**src/rtl/ifd_pkg.sv**
```systemverilog
package ifd_pkg;
  typedef enum logic {
    FIELD_A = 1'b0,
    FIELD_B = 1'b1
  } field_e;

  typedef struct packed {
    logic lead;
    logic inv;
    logic comp;
  } ifd_cfg_t;
endpackage

```
**src/rtl/ifd_edge_det.sv**
```systemverilog
module ifd_edge_det (
  input  logic clk,
  input  logic rst_n,
  input  logic sig_i,
  input  logic rise_sel_i,
  output logic edge_o
);
  logic cur_q, prev_q;

  always_ff @(posedge clk) begin
    if (!rst_n) begin
      cur_q  <= 1'b0;
      prev_q <= 1'b0;
    end else begin
      cur_q  <= sig_i;
      prev_q <= cur_q;
    end
  end

  assign edge_o = rise_sel_i ? (cur_q & ~prev_q) : (~cur_q & prev_q);
endmodule

```
**src/rtl/ifd_hpos_ctr.sv**
```systemverilog
module ifd_hpos_ctr #(
  parameter int CNT_W = 12
) (
  input  logic             clk,
  input  logic             rst_n,
  input  logic             clr_i,
  output logic [CNT_W-1:0] pos_o
);
  localparam logic [CNT_W-1:0] POS_MAX = {CNT_W{1'b1}};

  always_ff @(posedge clk) begin
    if (!rst_n)              pos_o <= '0;
    else if (clr_i)          pos_o <= '0;
    else if (pos_o != POS_MAX) pos_o <= pos_o + 1'b1;
  end


  pos_clear_chk: assert property (@(posedge clk) disable iff (!rst_n)
    clr_i |=> (pos_o == '0));
endmodule

```
**src/rtl/ifd_classify.sv**
```systemverilog
module ifd_classify #(
  parameter int LINE_LEN = 1716,
  parameter int TOL      = 64,
  parameter int CNT_W    = 12
) (
  input  logic [CNT_W-1:0] pos_i,
  output logic             mid_o
);
  localparam int HALF = LINE_LEN / 2;
  localparam int LO   = (HALF > TOL) ? HALF - TOL : 0;
  localparam int HI   = HALF + TOL;
  localparam logic [CNT_W-1:0] LO_C = CNT_W'(LO);
  localparam logic [CNT_W-1:0] HI_C = CNT_W'(HI);

  generate
    if (LO == 0) begin : g_open_low
      assign mid_o = (pos_i <= HI_C);
    end else begin : g_window
      assign mid_o = (pos_i >= LO_C) && (pos_i <= HI_C);
    end
  endgenerate
endmodule

```
**src/rtl/ifd_vref_sched.sv**
```systemverilog
module ifd_vref_sched (
  input  logic clk,
  input  logic rst_n,
  input  logic ev_i,
  input  logic field_i,
  input  logic delay_i,
  input  logic hs_ev_i,
  output logic field_o,
  output logic vref_o
);
  logic pend_q;

  always_ff @(posedge clk) begin
    if (!rst_n) begin
      field_o <= 1'b0;
      vref_o  <= 1'b0;
      pend_q  <= 1'b0;
    end else begin
      if (ev_i) field_o <= field_i;
      vref_o <= (ev_i & ~delay_i) | (hs_ev_i & pend_q);
      if (ev_i && delay_i) pend_q <= 1'b1;
      else if (hs_ev_i)    pend_q <= 1'b0;
    end
  end


  field_hold_chk: assert property (@(posedge clk) disable iff (!rst_n)
    !ev_i |=> $stable(field_o));


  vref_now_chk: assert property (@(posedge clk) disable iff (!rst_n)
    (ev_i && !delay_i) |=> vref_o);


  vref_release_chk: assert property (@(posedge clk) disable iff (!rst_n)
    (hs_ev_i && pend_q) |=> vref_o);


  pend_keep_chk: assert property (@(posedge clk) disable iff (!rst_n)
    (ev_i && delay_i) |=> pend_q);


  vref_cause_chk: assert property (@(posedge clk) disable iff (!rst_n)
    $rose(vref_o) |-> $past(ev_i || hs_ev_i));
endmodule

```
**src/rtl/ifd_field_det.sv**
```systemverilog
module ifd_field_det #(
  parameter int LINE_LEN = 1716,
  parameter int TOL      = 64
) (
  input  logic clk,
  input  logic rst_n,
  input  logic hsync_i,
  input  logic vsync_i,
  input  logic cfg_lead_edge_i,
  input  logic cfg_field_inv_i,
  input  logic cfg_comp_en_i,
  output logic field_b_o,
  output logic vref_o,
  output logic start_late_o
);
  import ifd_pkg::*;

  localparam int CNT_W = $clog2(LINE_LEN) + 1;

  ifd_cfg_t         cfg;
  logic             hs_ev, v_ev, mid, swap, delay;
  logic [CNT_W-1:0] hpos;
  field_e           raw_fld, fin_fld;

  assign cfg = '{lead: cfg_lead_edge_i, inv: cfg_field_inv_i, comp: cfg_comp_en_i};

  ifd_edge_det u_hs_edge (
    .clk(clk), .rst_n(rst_n), .sig_i(hsync_i), .rise_sel_i(1'b1), .edge_o(hs_ev)
  );

  ifd_edge_det u_vs_edge (
    .clk(clk), .rst_n(rst_n), .sig_i(vsync_i), .rise_sel_i(cfg.lead), .edge_o(v_ev)
  );

  ifd_hpos_ctr #(.CNT_W(CNT_W)) u_hpos (
    .clk(clk), .rst_n(rst_n), .clr_i(hs_ev), .pos_o(hpos)
  );

  ifd_classify #(.LINE_LEN(LINE_LEN), .TOL(TOL), .CNT_W(CNT_W)) u_cls (
    .pos_i(hpos), .mid_o(mid)
  );

  assign swap    = cfg.lead & cfg.comp;
  assign raw_fld = mid ? FIELD_B : FIELD_A;
  assign fin_fld = field_e'(raw_fld ^ cfg.inv ^ swap);
  assign delay   = swap & (fin_fld == FIELD_B);

  ifd_vref_sched u_sched (
    .clk(clk), .rst_n(rst_n), .ev_i(v_ev), .field_i(fin_fld), .delay_i(delay),
    .hs_ev_i(hs_ev), .field_o(field_b_o), .vref_o(vref_o)
  );

  assign start_late_o = cfg.lead & ~cfg.comp;


  late_cfg_chk: assert property (@(posedge clk) disable iff (!rst_n)
    start_late_o |-> (cfg_lead_edge_i && !cfg_comp_en_i));
endmodule

```
**config.mk**
```make
export PLATFORM = sky130hd
export DESIGN_NAME = ifd_field_det
export DESIGN_NICKNAME = d
export VERILOG_FILES = /design/src/rtl/ifd_pkg.sv /design/src/rtl/ifd_edge_det.sv /design/src/rtl/ifd_hpos_ctr.sv /design/src/rtl/ifd_classify.sv /design/src/rtl/ifd_vref_sched.sv /design/src/rtl/ifd_field_det.sv
export SDC_FILE = /design/constraint.sdc
export NUM_CORES = 1
export LEC_CHECK = 0
export ABC_AREA = 0
export BUFFER_PORTS_ARGS = -buffer_cell sky130_fd_sc_hd__buf_2
export CAP_MARGIN = 40
export CORE_UTILIZATION = 45
export CTS_CLUSTER_SIZE = 8
export DETAILED_ROUTE_END_ITERATION = 6
export GPL_TIMING_DRIVEN = 0
export PLACE_DENSITY_LB_ADDON = 0.08
export SYNTH_ARGS = -nofsm -noshare
export SYNTH_HDL_FRONTEND = slang
export SYNTH_HIERARCHICAL = 1
export SYNTH_SLANG_ARGS = --single-unit
```
**constraint.sdc**
```tcl
create_clock -name clk -period 2.4 [get_ports clk]
set_clock_uncertainty 0.2 [all_clocks]
set_input_delay 0.36 -clock clk [delete_from_list [all_inputs] [get_ports clk]]
set_output_delay 0.36 -clock clk [all_outputs]
set_load 0.02 [all_outputs]
```
# Word-level counts from Yosys, hierarchy flattened
# Index checks and enable logic that the tools add are counted.
# word_totals
inputBits	7
output_inout_bits	3
elab_cells	37
register_bits	19
# op_classes
mux	4
order_cmp	2
n_addsub	1
reduce_logical	4
eq_ne	1
bitwise	17
# op_table
op	n
$add 12x1->12 const B	1
$ge 12x10->1 const B	1
$le 12x10->1 const B	1
$ne 12x12->1 const B	1
$and 1x1->1	8
$not 1->1	6
$mux 1	4
$logic_and 1x1->1	2
$reduce_bool 2->1	1
$reduce_or 2->1	1
$xor 1x1->1	2
$or 1x1->1	1

# Depth between registers and ports, before layout
# Gate-level depths: netlist (run 1).
# depth
depth_word	9
ltp_mapped	8

# By module
# The synthesis (run 1) kept the hierarchy.
# modules_own_cells
module	instances	area_each_um2	cells_per_inst
ifd_hpos_ctr	1	566.8	64
ifd_edge_det	2	76.3	7
ifd_vref_sched	1	111.4	11
ifd_classify	1	56.3	9
ifd_field_det	1	45.0	6

# Worst setup path before layout (run 1)
# No wires, ideal clock.
# synth_path
kind	reg-to-reg
from	register u_hpos.pos_o[3]
to	register u_sched.field_o
path_buffers	0
path_slack_ns	0.665
period_less_slack_ns	1.735
arrival_ns	1.418
stages_incl_launch_ff	9
path_cell_list	dfxtp_1 > o211a_1 > nor4_2 > nor3_1 > xnor2_1 > ha_1 > inv_1 > mux2i_1 > nor2b_1
# synth_between
elab_chain_cells	5
# synth_lines
item	line	source
start: declaration	ifd_hpos_ctr.sv:7	output logic [CNT_W-1:0] pos_o
start signal: assignment	ifd_hpos_ctr.sv:14	else if (pos_o != POS_MAX) pos_o <= pos_o + 1'b1;
$ge 12x10->1 / $le 12x10->1 (equally long branches)	ifd_classify.sv:19	assign mid_o = (pos_i >= LO_C) && (pos_i <= HI_C);
$logic_and 1x1->1 (*)	ifd_classify.sv:19	
named net mid	ifd_field_det.sv:21	logic hs_ev, v_ev, mid, swap, delay;
$mux 1 (*)	ifd_field_det.sv:44	assign raw_fld = mid ? FIELD_B : FIELD_A;
$xor 1x1->1 (*) (2 in series)	ifd_field_det.sv:45	assign fin_fld = field_e'(raw_fld ^ cfg.inv ^ swap);
named net fin_fld	ifd_field_det.sv:23	field_e raw_fld, fin_fld;
end signal: assignment	ifd_vref_sched.sv:19	if (ev_i) field_o <= field_i;
end: declaration	ifd_vref_sched.sv:8	output logic field_o,
# Mark *: on every way through the listed nets, which the timed path passes. The rest lies on a longest branch.
# A chain may end at the register's enable or synchronous reset.

# Final worst setup path (run 1)
# Ends and elaborated chain as after synthesis.

==> results.sh, run 1 <==
export IMPL_maxSlewViolCount=0
export IMPL_arrival_ns=1.91
export IMPL_pwr_share_seq_pct=62.9
export IMPL_synthTopCellsByCount="dfxtp_1 (19), a21oi_1 (9), nand2_1 (8), nor2_1 (8), nand2b_1 (5)"
export IMPL_yosys_warnings=6
export IMPL_synth_top_area_cell="dfxtp_1"
export IMPL_drive_above_1_share_pct=20.34
export IMPL_p_int_uw=407.4
export IMPL_rows=16
export IMPL_final_period_utilization_pct=80.09
export IMPL_place_gp_congestion=0.8231
export IMPL_fin_nets=128
export IMPL_core_um2=1962
export IMPL_clkSlewWorstSetupHoldPaths_ns=0.10
export IMPL_die_y_um=47.51
export IMPL_die_w_um=47.51
export IMPL_clock_latency_ns=0.29
export IMPL_synth_area_leaders="dfxtp_1 (41%), a21oi_1 (4.8%), xnor2_1 (3.8%), nand2b_1 (3.4%), nand2_1 (3.2%)"
export IMPL_min_delay_path_depth=2
export IMPL_post_cts_buffers=0
export IMPL_fin_area_um2=1042
export IMPL_finalWorstPathRequiredPeriod_ns=1.922
export IMPL_postPlaceCellArea_um2=1015
export IMPL_root_buffer="clkbuf_4"
export IMPL_cap_violations=0
export IMPL_grt_pass1_wl_um=2456
export IMPL_critPathBufInv=1
export IMPL_routed_wl_um=1632
export IMPL_grt_max_degree=12
export IMPL_synth_top_area_share_pct=40.81
export IMPL_ys_seq_area_share_pct=40.81
export IMPL_cts_tree="yes"
export IMPL_status="complete, no violations"
export IMPL_synth_ff_type="dfxtp_1"
export IMPL_area_growth_pct=11.81
export IMPL_antenna_found_initial=0
export IMPL_p_clk_share_pct=28.8
export IMPL_finalHoldViolations=0
export IMPL_drtAntennaViolNets=0
export IMPL_htree_levels=1
export IMPL_slowest_stage="dfxtp_1"
export IMPL_drt_pass1_iter_count=4
export IMPL_cts_made_buffers=3
export IMPL_r2r_start="u_hpos/pos_o[3]$_SDFFE_PP0P_"
export IMPL_syn_area_per_cell_um2=8.963
export IMPL_ios=10
export IMPL_critical_path_class="flip-flop to flip-flop"
export IMPL_start_util_pct=47.51
export IMPL_drt_iter0_markers=18
export IMPL_num_vias=753
export IMPL_r2r_end="u_sched/field_o$_SDFFE_PN0P_"
export IMPL_syn_area_um2=932.1
export IMPL_crit_chain="o211a_1, nor4_2, nor3_1, xnor2_1, ha_1, inv_1, mux2i_1, nor2b_1"
export IMPL_cp_data_required_time_ns=2.39
export IMPL_end_kind="flip-flop"
export IMPL_tns_ns=0
export IMPL_synthArstFlopShare_pct=0
export IMPL_slowest_delay_ns=0.50
export IMPL_cts_resized=0
export IMPL_min_to="u_hs_edge/cur_q$_SDFF_PN0_"
export IMPL_hold_start="hsync_i"
export IMPL_crit_family="flip-flops"
export IMPL_rr_worst_depth=8
export IMPL_power_switching_share_pct=22.96
export IMPL_synth_edff_count=0
export IMPL_cts_hold_buf=0
export IMPL_yosysMostFrequentCell="dfxtp_1"
export IMPL_diodes=0
export IMPL_port_buffers=9
export IMPL_wire_per_inst_um=11.26
export IMPL_setup_viol=0
export IMPL_ys_types=34
export IMPL_grt_overflow_total=0
export IMPL_clock_sinks=19
export IMPL_pwr_density_cell_nw_per_um2=507.4
export IMPL_die_area_um2=2257
export IMPL_r2r_slack_ns=0.48
export IMPL_combPwrFrac_pct=8.3
export IMPL_hpwl_um=1229
export IMPL_p_leak_nw=0.3829
export IMPL_grt_pass1_vias=612
export IMPL_hold_path_class="input port to flip-flop"
export IMPL_vdd_drop_max_mv=0.3373
export IMPL_cts_buffer_depth=2
export IMPL_startpoint_type="flip-flop"
export IMPL_synth_seq_cells=19
export IMPL_syn_inst=104
export IMPL_drc=0
export IMPL_rsz0062_at_grt="false"
export IMPL_fmax_mhz=520.3
export IMPL_cp_max_fo=8
export IMPL_viasPerCell=5.193
export IMPL_switching_power_uw=121.4
export IMPL_gr_usage_all_layers_pct=15.67
==> worst register-to-register path, stage by stage (launching register included) <==
cell	delay, ns
dfxtp_1	0.50
o211a_1	0.22
nor4_2	0.04
nor3_1	0.28
xnor2_1	0.11
ha_1	0.28
inv_1	0.03
mux2i_1	0.12
nor2b_1	0.06
==> registers in the layout, indices dropped and copies added (netlist names) <==
| signal | count |
|---|---|
| u_hpos/pos_o | 12 |
| u_hs_edge/cur_q | 1 |
| u_hs_edge/prev_q | 1 |
| u_sched/field_o | 1 |
| u_sched/pend_q | 1 |
| u_sched/vref_o | 1 |
| u_vs_edge/cur_q | 1 |
| u_vs_edge/prev_q | 1 |
==> cells by family after synthesis <==
family                     after synthesis  synth area share, %
AOI/OAI and AO/OA                       22                15.44
xor gates and xnor gates                 5                4.698
other                                    1               0.4023
and+or+nand+nor                         48                31.68
adders and majority gates                2                2.684
DFF                                     19                40.80
muxes                                    2                2.148
buffers and inverters                    5                2.147
==> cell usage in the layout (no fill, tap or decap), types with 2 or more instances in the layout <==
cell type	netlist	routed
buf_2	1	10
ha_1	2	2
mux2i_1	2	2
xnor2_1	4	4
nand2_1	8	8
nor2_1	8	8
dfxtp_1	19	19
or3_1	3	3
a211oi_1	2	2
and2_1	3	3
nand3_1	3	3
a21oi_1	9	9
nand4_1	3	3
nor4_2	2	2
nand2b_1	5	5
a21boi_0	2	2
nor2b_1	2	2
conb_1	1	2
clkbuf_4	0	3
o22ai_2	2	2
nor3_1	2	2
o21ai_0	4	4
and2_2	3	3
inv_1	3	3
==> worst max-delay path by stage <==
stage	startpoint	to	slack (ns)	depth (start not counted)
2_1_floorplan	u_hpos/pos_o[3]$_SDFFE_PP0P_	u_sched/field_o$_SDFFE_PN0P_	0.67	8
3_3_place_gp	u_hpos/pos_o[3]$_SDFFE_PP0P_	u_sched/field_o$_SDFFE_PN0P_	0.52	8
3_5_place_dp	u_hpos/pos_o[3]$_SDFFE_PP0P_	u_sched/field_o$_SDFFE_PN0P_	0.46	8
4_1_cts	u_hpos/pos_o[3]$_SDFFE_PP0P_	u_sched/field_o$_SDFFE_PN0P_	0.46	8
5_1_grt	u_hpos/pos_o[3]$_SDFFE_PP0P_	u_sched/field_o$_SDFFE_PN0P_	0.30	8
6_report	u_hpos/pos_o[3]$_SDFFE_PP0P_	u_sched/field_o$_SDFFE_PN0P_	0.48	8
==> cell type report <==
type / instances / area, um^2
flip-flops and latches: 19 / 380.4
clock inverters: 1 / 5.005
plain buffers: 2 / 8.758
repair buffers: 9 / 45.04
multi-input cells: 81 / 535.5
clock buffers: 3 / 22.52
fillers: 203 / 919.6
well taps: 27 / 33.78
inverters: 3 / 11.26
==> power by group through the flow <==
stage          sequential (mW)  combinational, mW  clock (mW)
5_1_grt                  0.334             0.0503       0.181
6_report                 0.333             0.0438       0.152
2_1_floorplan            0.340             0.0284           0
3_5_place_dp             0.340             0.0446           0
3_3_place_gp             0.339             0.0430           0
4_1_cts                  0.332             0.0447       0.164
==> per-stage QoR <==
stage                     total power [mW]  hold WS [ns]  util [%]  cells  setup WS (ns)
final                               0.5288       0.06750     53.13    145         0.4779
after global routing                0.5653       0.06667     53.13    145         0.2968
after CTS                           0.5411       0.05398     53.13    145         0.4620
after detailed placement            0.3843        0.2644     51.72    141         0.4634
after global placement              0.3820        0.2485     51.72    141         0.5159
after floorplan                     0.3680        0.2414         -    105         0.6655
==> routing by layer <==
layer	vias to the layer above	routed length, um	GRT usage [%]	share of wire (%)
met5	-	0	0	0
met4	0	15	6.857	0.92
met3	2	75	3.396	4.6
met2	23	741	26.58	45
met1	332	800	18.95	49
li1	396	-	-	-
Power figures use the tool's default switching activity.
==> run 2, diff against run 1 <==
Settings changed: ABC_AREA 0 to 1.
Clock period 2.4 ns to 1.9 ns, I/O delays scaled along.
==> run 2 against run 1 <==
Effect of this change: utilization up 1.9 points; largest cell class unchanged; combinational power up 54%; via count up 27%.
==> results.sh, run 2 <==
export IMPL_synthArstFlopShare_pct=0
export IMPL_finalWorstPathRequiredPeriod_ns=1.720
export IMPL_critical_path_class="flip-flop to flip-flop"
export IMPL_synth_seq_cells=19
export IMPL_clock_sinks=19
export IMPL_grt_pass1_wl_um=3180
export IMPL_end_kind="flip-flop"
export IMPL_wire_per_inst_um=9.280
export IMPL_die_y_um=51.52
export IMPL_num_vias=958
export IMPL_cpMostUsedCell="nand2_1"
export IMPL_viasPerCell=4.540
export IMPL_slowest_stage="dfxtp_1"
export IMPL_pwr_density_cell_nw_per_um2=559.4
export IMPL_p_leak_nw=0.6707
export IMPL_largest_register="u_hpos/pos_o"
export IMPL_status="complete, no violations"
export IMPL_hold_start="rst_n"
export IMPL_yosys_warnings=6
export IMPL_yosysMostFrequentCell="nand2_1"
export IMPL_arrival_ns=1.72
export IMPL_fmax_mhz=581.5
export IMPL_core_um2=2255
export IMPL_ios=10
export IMPL_startpoint_type="flip-flop"
export IMPL_fin_nets=193
export IMPL_slowest_delay_ns=0.43
export IMPL_drtAntennaViolNets=0
export IMPL_syn_area_per_cell_um2=6.608
export IMPL_min_to="u_vs_edge/prev_q$_SDFF_PN0_"
export IMPL_die_w_um=51.52
export IMPL_htree_levels=1
export IMPL_drive_above_1_share_pct=16.94
export IMPL_multi_input_area_um2=574.3
export IMPL_diodes=0
export IMPL_worst_pin_slew_ns=0.5369
export IMPL_syn_inst=167
export IMPL_root_buffer="clkbuf_4"
export IMPL_routed_wl_um=1958
export IMPL_antenna_found_initial=0
export IMPL_n_fill_cell=247
export IMPL_synth_ff_type="dfxtp_1"
export IMPL_drt_iter0_markers=18
export IMPL_synthTopCellsByCount="nand2_1 (51), inv_1 (38), dfxtp_1 (19), nor2_1 (14), nand3_1 (8)"
export IMPL_gr_usage_all_layers_pct=16.43
export IMPL_r2r_slack_ns=0.18
export IMPL_syn_area_um2=1104
export IMPL_maxSlewViolCount=0
export IMPL_largest_reg_flops=12
export IMPL_ys_seq_area_share_pct=34.47
export IMPL_grt_pass1_vias=799
export IMPL_tns_ns=0
export IMPL_finalHoldViolations=0
export IMPL_clkSlewWorstSetupHoldPaths_ns=0.11
export IMPL_dp_cells=205
export IMPL_r2r_end="u_sched/field_o$_SDFFE_PN0P_"
export IMPL_relSlewSlack_pct=64.07
export IMPL_crit_family="simple AND/OR/NAND/NOR gates"
export IMPL_grt_overflow_total=0
export IMPL_critPathBufInv=3
export IMPL_rr_worst_depth=13
export IMPL_ys_types=23
export IMPL_synth_area_leaders="dfxtp_1 (34%), nand2_1 (17%), inv_1 (13%), nand3_2 (5.4%), nor2_1 (4.8%)"
export IMPL_grt_max_degree=11
export IMPL_r2r_start="u_hpos/pos_o[4]$_SDFFE_PP0P_"
export IMPL_synth_top_area_cell="dfxtp_1"
export IMPL_fin_cells=211
export IMPL_port_buffers=9
export IMPL_min_delay_path_depth=3
export IMPL_area_growth_pct=12.47
export IMPL_layout_commonest_cell="nand2_1"
export IMPL_vdd_drop_max_mv=0.3430
export IMPL_rsz0062_at_grt="false"
export IMPL_ff_latch_area_um2=382.9
export IMPL_die_area_um2=2654
export IMPL_clock_latency_ns=0.29
export IMPL_cts_tree="yes"
export IMPL_start_util_pct=48.95
export IMPL_place_gp_congestion=0.8306
export IMPL_cap_violations=0
export IMPL_drc=0
export IMPL_hold_path_class="input port to flip-flop"
export IMPL_crit_chain="nand2_1, inv_1, nand2_1, nand2_1, nand2_1, a21oi_2, inv_1, nand2_1, nand2_1, ha_1, inv_1, nor2_1, nor2_1"
export IMPL_rows=17
export IMPL_final_period_utilization_pct=90.50
export IMPL_layout_common_cells="nand2_1 (51), inv_1 (38), dfxtp_1 (17), nor2_1 (14), buf_2 (9)"
export IMPL_cts_buffer_depth=2
export IMPL_synth_top_area_share_pct=34.47
export IMPL_setup_viol=0
export IMPL_drt_pass1_iter_count=4
export IMPL_cts_made_buffers=3
export IMPL_cp_max_fo=5
export IMPL_synth_edff_count=0
export IMPL_cp_data_required_time_ns=1.90
export IMPL_hpwl_um=1493
[run 2: power breakdown]
group	switching (mW)	internal (mW)
Clock	0.124	0.0816
Sequential	0.0109	0.410
Combinational	0.0403	0.0273
Total	0.175	0.519
[run 2: cell families (layout without fill, tap and decap cells)]
kind of cell	after synthesis	in the layout	share of synthesized area [%]
AO/OA/AOI/OAI	12	12	6.576
XOR/XNOR	2	2	1.588
adder cells (fa/ha/maj)	2	2	2.267
buffers and inverters	40	55	14.29
flip-flops	19	19	34.47
other	1	2	0.3398
AND/OR/NAND/NOR	91	91	40.48
[run 2: cell type report]
| class | instances | area share (%) |
|---|---|---|
| Tap cell | 28 | 2.823 |
| Multi-Input combinational cell | 109 | 46.27 |
| Buffer | 1 | 0.9073 |
| Clock buffer | 4 | 2.117 |
| Timing Repair Buffer | 11 | 5.242 |
| Sequential cell | 19 | 30.85 |
| Inverter | 39 | 11.79 |
[run 2: repair_timing]
item                                   in CTS  in global routing
gates resized for setup                     0                  3
buffers inserted                            0                  0
setup endpoints to repair                   0                  2
endpoints found under the hold margin       2                  0
hold buffers                                2                  0
[run 2: per-stage QoR]
step                hold WS (ns)  util [%]  setup WS [ns]  area [um^2]  power [mW]
floorplan                 0.1785         -         0.2566         1107      0.4733
detailed placement        0.2378     52.66        0.08921         1187      0.4950
global placement          0.2287     52.66         0.1033         1187      0.4925
CTS                      0.06070     54.72        0.07488         1234      0.6981
global route             0.06991     55.05       0.008660         1241      0.7347
finish                   0.06211     55.05         0.1805         1241      0.6944
[run 2: worst max-delay path by stage]
stage                                      start                      endpoint  slack (ns)  cells past startpoint
floorplan           u_hpos/pos_o[2]$_SDFFE_PP0P_  u_sched/field_o$_SDFFE_PN0P_        0.26                     13
global placement    u_hpos/pos_o[8]$_SDFFE_PP0P_  u_sched/field_o$_SDFFE_PN0P_        0.10                     11
detailed placement  u_hpos/pos_o[8]$_SDFFE_PP0P_  u_sched/field_o$_SDFFE_PN0P_        0.09                     11
CTS                 u_hpos/pos_o[8]$_SDFFE_PP0P_  u_sched/field_o$_SDFFE_PN0P_        0.07                     11
global route        u_hpos/pos_o[5]$_SDFFE_PP0P_  u_sched/field_o$_SDFFE_PN0P_       0.009                     13
finish              u_hpos/pos_o[4]$_SDFFE_PP0P_  u_sched/field_o$_SDFFE_PN0P_        0.18                     13
[run 2: metal layers]
layer | GRT usage [%] | wire length, um
met5 | 0 | 0
met3 | 3.509 | 51
met1 | 20.33 | 1016
met2 | 27.49 | 872
met4 | 6.757 | 17
[run 2: worst min-delay path: stages]
cell and delay (ns):
buf_2 0.14, nand2_1 0.07, inv_1 0.03
